<file path="src/rtl/rbs_pkg.sv">
package rbs_pkg;

  typedef enum logic [1:0] {
    ST_OPC  = 2'd0,
    ST_OFS  = 2'd1,
    ST_TEST = 2'd2,
    ST_FIX  = 2'd3
  } rbs_state_e;

  typedef enum logic [1:0] {
    FLG_N = 2'd0,
    FLG_V = 2'd1,
    FLG_Z = 2'd2,
    FLG_C = 2'd3
  } rbs_flag_e;

  localparam int CNT_W = 3;
  localparam logic [CNT_W-1:0] CYC_SEQ   = 3'd2;
  localparam logic [CNT_W-1:0] CYC_SAME  = 3'd3;
  localparam logic [CNT_W-1:0] CYC_CROSS = 3'd4;

endpackage

</file>
<file path="src/rtl/rbs_cond_unit.sv">
module rbs_cond_unit
  import rbs_pkg::*;
(
  input  logic [2:0] sel,
  input  logic       flag_n,
  input  logic       flag_v,
  input  logic       flag_z,
  input  logic       flag_c,
  output logic       take
);

  function automatic logic pick_flag(input rbs_flag_e idx, input logic n, input logic v,
                                     input logic z, input logic c);
    case (idx)
      FLG_N:   return n;
      FLG_V:   return v;
      FLG_Z:   return z;
      default: return c;
    endcase
  endfunction

  logic chosen;
  assign chosen = pick_flag(rbs_flag_e'(sel[2:1]), flag_n, flag_v, flag_z, flag_c);
  assign take   = (chosen == sel[0]);

endmodule

</file>
<file path="src/rtl/rbs_low_adder.sv">
module rbs_low_adder #(
  parameter int DATA_W = 8
) (
  input  logic [DATA_W-1:0] low_in,
  input  logic [DATA_W-1:0] disp,
  output logic [DATA_W-1:0] low_sum,
  output logic              page_cross,
  output logic              step_down
);

  function automatic logic [DATA_W:0] add_low(input logic [DATA_W-1:0] a,
                                               input logic [DATA_W-1:0] b);
    return {1'b0, a} + {1'b0, b};
  endfunction

  logic [DATA_W:0] full;
  assign full      = add_low(low_in, disp);
  assign low_sum   = full[DATA_W-1:0];
  // Positive displacement with carry out, or negative without carry (borrow).
  assign page_cross = full[DATA_W] ^ disp[DATA_W-1];
  assign step_down  = disp[DATA_W-1];

endmodule

</file>
<file path="src/rtl/rbs_high_fix.sv">
module rbs_high_fix #(
  parameter int HI_W = 8
) (
  input  logic [HI_W-1:0] high_in,
  input  logic            step_down,
  output logic [HI_W-1:0] high_out
);

  function automatic logic [HI_W-1:0] step_page(input logic [HI_W-1:0] h, input logic dn);
    return dn ? (h - HI_W'(1)) : (h + HI_W'(1));
  endfunction

  assign high_out = step_page(high_in, step_down);

endmodule

</file>
<file path="src/rtl/rel_branch_seq.sv">
module rel_branch_seq
  import rbs_pkg::*;
#(
  parameter int ADDR_W = 16,
  parameter int DATA_W = 8,
  parameter logic [ADDR_W-1:0] RESET_PC = '0
) (
  input  logic              clk,
  input  logic              rst_n,
  output logic [ADDR_W-1:0] mem_addr,
  input  logic [DATA_W-1:0] mem_rdata,
  input  logic [2:0]        cond_sel,
  input  logic              flag_n,
  input  logic              flag_v,
  input  logic              flag_z,
  input  logic              flag_c,
  output logic              op_fetch,
  output logic              br_done,
  output logic [CNT_W-1:0]  br_cycles
);

  localparam int HI_W = ADDR_W - DATA_W;

  rbs_state_e        st_q, st_d;
  logic [ADDR_W-1:0] pc_q, pc_d;
  logic [DATA_W-1:0] disp_q;
  logic              pend_q, pend_d;
  logic [CNT_W-1:0]  pend_cnt_q, pend_cnt_d;

  logic [DATA_W-1:0] pcl;
  logic [HI_W-1:0]   pch;
  logic [DATA_W-1:0] sum_lo;
  logic [HI_W-1:0]   pch_step;
  logic              take_raw, cross_w, down_w;

  // Named internal events for the checker.
  logic test_w, take_w, fix_w;

  assign pcl = pc_q[DATA_W-1:0];
  assign pch = pc_q[ADDR_W-1:DATA_W];

  rbs_cond_unit u_cond (
    .sel    (cond_sel),
    .flag_n (flag_n),
    .flag_v (flag_v),
    .flag_z (flag_z),
    .flag_c (flag_c),
    .take   (take_raw)
  );

  rbs_low_adder #(.DATA_W(DATA_W)) u_add (
    .low_in     (pcl),
    .disp       (disp_q),
    .low_sum    (sum_lo),
    .page_cross (cross_w),
    .step_down  (down_w)
  );

  rbs_high_fix #(.HI_W(HI_W)) u_fix (
    .high_in   (pch),
    .step_down (down_w),
    .high_out  (pch_step)
  );

  assign test_w = (st_q == ST_TEST);
  assign take_w = test_w & take_raw;
  assign fix_w  = (st_q == ST_FIX);

  always_comb begin
    st_d       = st_q;
    pc_d       = pc_q;
    pend_d     = 1'b0;
    pend_cnt_d = pend_cnt_q;
    case (st_q)
      ST_OPC: begin
        pc_d = pc_q + ADDR_W'(1);
        st_d = ST_OFS;
      end
      ST_OFS: begin
        pc_d = pc_q + ADDR_W'(1);
        st_d = ST_TEST;
      end
      ST_TEST: begin
        if (!take_raw) begin
          // This cycle already fetched the next opcode.
          pc_d = pc_q + ADDR_W'(1);
          st_d = ST_OFS;
        end else begin
          pc_d = {pch, sum_lo};
          if (cross_w) begin
            st_d = ST_FIX;
          end else begin
            st_d       = ST_OPC;
            pend_d     = 1'b1;
            pend_cnt_d = CYC_SAME;
          end
        end
      end
      default: begin
        pc_d       = {pch_step, pcl};
        st_d       = ST_OPC;
        pend_d     = 1'b1;
        pend_cnt_d = CYC_CROSS;
      end
    endcase
  end

  always_ff @(posedge clk) begin
    if (!rst_n) begin
      st_q       <= ST_OPC;
      pc_q       <= RESET_PC;
      disp_q     <= '0;
      pend_q     <= 1'b0;
      pend_cnt_q <= '0;
    end else begin
      st_q       <= st_d;
      pc_q       <= pc_d;
      pend_q     <= pend_d;
      pend_cnt_q <= pend_cnt_d;
      if (st_q == ST_OFS) disp_q <= mem_rdata;
    end
  end

  logic seq_done;
  logic jump_done;
  assign seq_done  = test_w & ~take_raw;
  assign jump_done = (st_q == ST_OPC) & pend_q;

  assign mem_addr  = pc_q;
  assign op_fetch  = (st_q == ST_OPC) | seq_done;
  assign br_done   = seq_done | jump_done;
  assign br_cycles = seq_done ? CYC_SEQ : (jump_done ? pend_cnt_q : '0);

endmodule

</file>
<file path="config.mk">
export PLATFORM = sky130hd
export DESIGN_NAME = rel_branch_seq
export DESIGN_NICKNAME = d
export VERILOG_FILES = /design/src/rtl/rbs_pkg.sv /design/src/rtl/rbs_cond_unit.sv /design/src/rtl/rbs_low_adder.sv /design/src/rtl/rbs_high_fix.sv /design/src/rtl/rel_branch_seq.sv
export SDC_FILE = /design/constraint.sdc
export NUM_CORES = 1
export LEC_CHECK = 0
export BUFFER_PORTS_ARGS = -buffer_cell sky130_fd_sc_hd__buf_2
export CORE_MARGIN = 4
export CORE_UTILIZATION = 40
export DETAILED_ROUTE_END_ITERATION = 10
export GPL_ROUTABILITY_DRIVEN = 0
export GPL_TIMING_DRIVEN = 0
export PLACE_DENSITY_LB_ADDON = 0.1
export SETUP_SLACK_MARGIN = 0.1
export SYNTH_ARGS = -nofsm -noshare
export SYNTH_HDL_FRONTEND = slang
export SYNTH_SLANG_ARGS = --single-unit
</file>
<file path="constraint.sdc">
create_clock -name clk -period 2 [get_ports clk]
set_input_delay 0.3 -clock clk [delete_from_list [all_inputs] [get_ports clk]]
set_output_delay 0.3 -clock clk [all_outputs]
set_load 0.03 [all_outputs]
</file>
==> run metrics <==
yosys warns=0; Hold Crit Depth=3; Worst-Margin Slew=approximately 510 ps; setup violators final=0; largest net degree at the start of global routing=11; Total Neg Setup Slack=0 ps; Bufs and invs on worst path=2; Min Hold Slack=243 ps; reg-to-reg setup timing slack=120 ps; fin crit period=1890 ps; # clock sinks=29; pre-CTS setup slack=-243 ps; Synth area leaders=dfxtp_1, ha_1, a21oi_1, nand2_1, nand3_1; gate count after technology mapping=approximately 260; vias in the first global route=1931; I/O Pins=38; detailed router's first-iteration violation count=68; max cap viols=0; DP Cell Count=358; Post-Layout Cell Count=374; port buffer count=36; instance count on the critical path=7; fraction of layout cells with a size suffix above 1=0.365; Worst Setup Start Kind=input port; Total Wirelength=5.60 mm; core box area=4850 sq um; die area=6360 sq um; Post-DP HPWL=4.04 mm; CP Max Fanout=2; DR WL/cell=15.0 um; Total Routing Usage GR=0.186; main flop type after synthesis=dfxtp_1; area grow syn2layout=30.6%; CTS Buf Count=5; TritonCTS clock tree=done; Synth cell types=56; count of pins over their slew limit=0; Worst Hold End=disp_q[0]$_SDFFE_PN0P_; number of synthesized flops with an enable pin=0; Die Span X=79.8 um; arrival time worst endpoint=1590 ps; FP Rows=25; CP max-delay cell=mux4_2; CTS H-Tree Depth=2; final hold violation count=0; DRC viols=0; global-route wire length before repair=between 9 and 10 mm; Worst path max stage delay=between 500 and 600 ps; top sig layer=met4; worst reg2reg startpoint=mem_addr[0]$_SDFFE_PN0N_; Cell Pwr Density=603 nW/um^2; skew final=about 5.4 ps; metal3 WL=224 um; Worst-path clk slew=roughly 70 ps; RR Endpoint=pend_cnt_q[1]$_SDFFE_PN0P_; latest clock arrival within the worst-skew pair=280 ps; CP Cell Sequence=buf_6, mux4_2, xnor2_4, and2_4, nor2_4, o21a_4, buf_6; status=completed; Synth Register Bits=29; Seq/Total Area, Yosys=0.282; vias post-DR=slightly above 2000; DR pass1 iterations=4; Worst Reg-to-Reg Cells=9; VDD IR max=0.000493 V; Mapped Avg Cell Area=8.08 sq um; Met1 Routed Length=2.70 mm; Worst path most repeated cell=buf_6; post-synthesis cell area=just over 2000 sq um; Synth Net Count=289; Worst Setup End Kind=primary output; diode count=0; fmax=between 500 and 600 MHz; kind of cell adding the most delay to the critical path=multiplexers; leakage=0.00117 uW; Post-synth ARST share=0; critical path class=in2out; Initial Util=0.425; Die Y=79.8 um; final setup margin=105 ps; initial antenna violation count=0; Post-layout nets=340; Final period util=0.947; Yosys top cell by area=dfxtp_1; hold_buf cts=0; clk buf depth=2; min-delay worst type=in2reg; Core Util, Final=0.555; area share of the largest cell type after synthesis=0.282; CTS root buffer=clkbuf_8; met2 WL post-DR=2.60 mm; Hold Crit Start=mem_rdata[0]; total grt overflow=0; CP Data Required Time=approximately 1700 ps; relative slew slack=0.660; DRT antenna net count=0; setup repair after global routing missed its margin=yes; via/cell ratio=~5.5
-- how the worst max path moves through the flow --
| stage | startpoint | end | slack [ps] |
|---|---|---|---|
| floorplan | cond_sel[1] | br_done | 60 |
| finish | cond_sel[1] | br_done | 110 |
| global placement | disp_q[7]$_SDFFE_PN0P_ | mem_addr[15]$_SDFFE_PN0P_ | -250 |
| detailed placement | disp_q[7]$_SDFFE_PN0P_ | mem_addr[15]$_SDFFE_PN0P_ | -240 |
| CTS | disp_q[7]$_SDFFE_PN0P_ | mem_addr[15]$_SDFFE_PN0P_ | 90 |
| global route | mem_addr[9]$_SDFFE_PN0P_ | mem_addr[15]$_SDFFE_PN0P_ | 50 |
-- cells by family (layout without fill, tap and decap cells) --
family / Yosys count / after routing / synth area share
buffers and inverters: 20 / 72 / 0.0419
XOR/XNOR: 14 / 14 / 0.0687
AO/OA/AOI/OAI: 73 / 73 / 0.236
flip-flops: 29 / 29 / 0.282
adder cells (fa/ha/maj): 17 / 17 / 0.111
AND/OR/NAND/NOR: 101 / 101 / 0.250
multiplexers: 1 / 1 / 0.0109
-- what timing repair did --
item | 4_1_cts | 5_1_grt
pin swaps | 2 | 9
gates cloned | 0 | 0
resized for setup | 14 | 25
buffers inserted | 3 | 5
setup endpoints to repair | 12 | 16
hold endpoints to repair | 0 | 0
-- metal layers --
metal / global-route usage / vias up
met5: 0 / -
met4: 0.0355 / 0
met3: 0.0406 / 10
met2: 0.298 / 41
met1: 0.258 / 960
li1: - / 1029
-- Yosys cell counts (all sizes together) (4+ instances only) --
cell type   n
a21oi      30
buf         6
clkbuf      4
dfxtp      29
ha         15
inv        10
nand2      29
nand2b      6
nand3      13
nand4       5
nor2       17
nor2b       6
nor3        9
o21a        7
o21ai      11
or3         4
xnor2       7
xor2        7
-- worst reg2reg max path: cells and delay by family (launching register included) --
kind / cells / cell delay [ps]
adder cells (fa/ha/maj): 2 / 490
buffers and inverters: 1 / 30
flip-flops: 1 / 380
AO/OA/AOI/OAI: 3 / 460
XOR/XNOR: 1 / 160
AND/OR/NAND/NOR: 2 / 260
-- through the flow --
stage | total power [uW] | area, sq um
global placement | 1030 | 2370
CTS | 1600 | 2550
detailed placement | 1040 | 2370
finish | 1620 | 2690
floorplan | 936 | 2110
global route | 1710 | 2690
-- flip-flops by register name, indices dropped and copies added, names as in the netlist --
| signal | cells |
|---|---|
| st_q | 2 |
| pend_q | 1 |
| disp_q | 8 |
| pend_cnt_q | 2 |
| mem_addr | 16 |
-- report_power, final --
part | internal [uW] | leakage [uW] | total (uW) | switching, uW
logic | 178 | 0.000877 | 411 | 233
clock network | 311 | 0.0000542 | 549 | 238
registers | 617 | 0.000243 | 661 | 43.7
-- cell type report --
class | count | area [sq um]
clock buffers | 7 | 96.3
multi-input cells | 206 | 1550
fillers | 482 | 2160
clock inverters | 1 | 5.00
well taps | 67 | 83.8
plain buffers | 10 | 51.3
flip-flops and latches | 29 | 604
inverters | 10 | 37.5
repair buffers | 44 | 265
-- cell usage in the layout (no fill, tap or decap), types with 3 or more instances in the layout --
master,synthesis,final
or3_1,4,4
a211oi_1,3,3
nand2b_1,5,4
ha_4,0,3
nand4_1,5,5
buf_2,3,36
dfxtp_2,0,10
nor2_1,16,13
nand3_1,13,12
o21a_1,7,6
clkbuf_8,0,7
nor2_2,1,3
inv_1,10,9
o21ai_0,9,9
nor3_1,9,7
xor2_1,7,7
clkbuf_1,4,3
a21oi_1,29,25
dfxtp_1,29,16
dfxtp_4,0,3
o211a_1,3,3
a21oi_2,1,5
xnor2_1,6,5
buf_4,0,8
ha_1,15,11
buf_6,1,5
nand2_1,27,26
o211ai_1,3,3
nor2b_1,6,5
and3_1,3,3
Power figures use the tool's default switching activity.
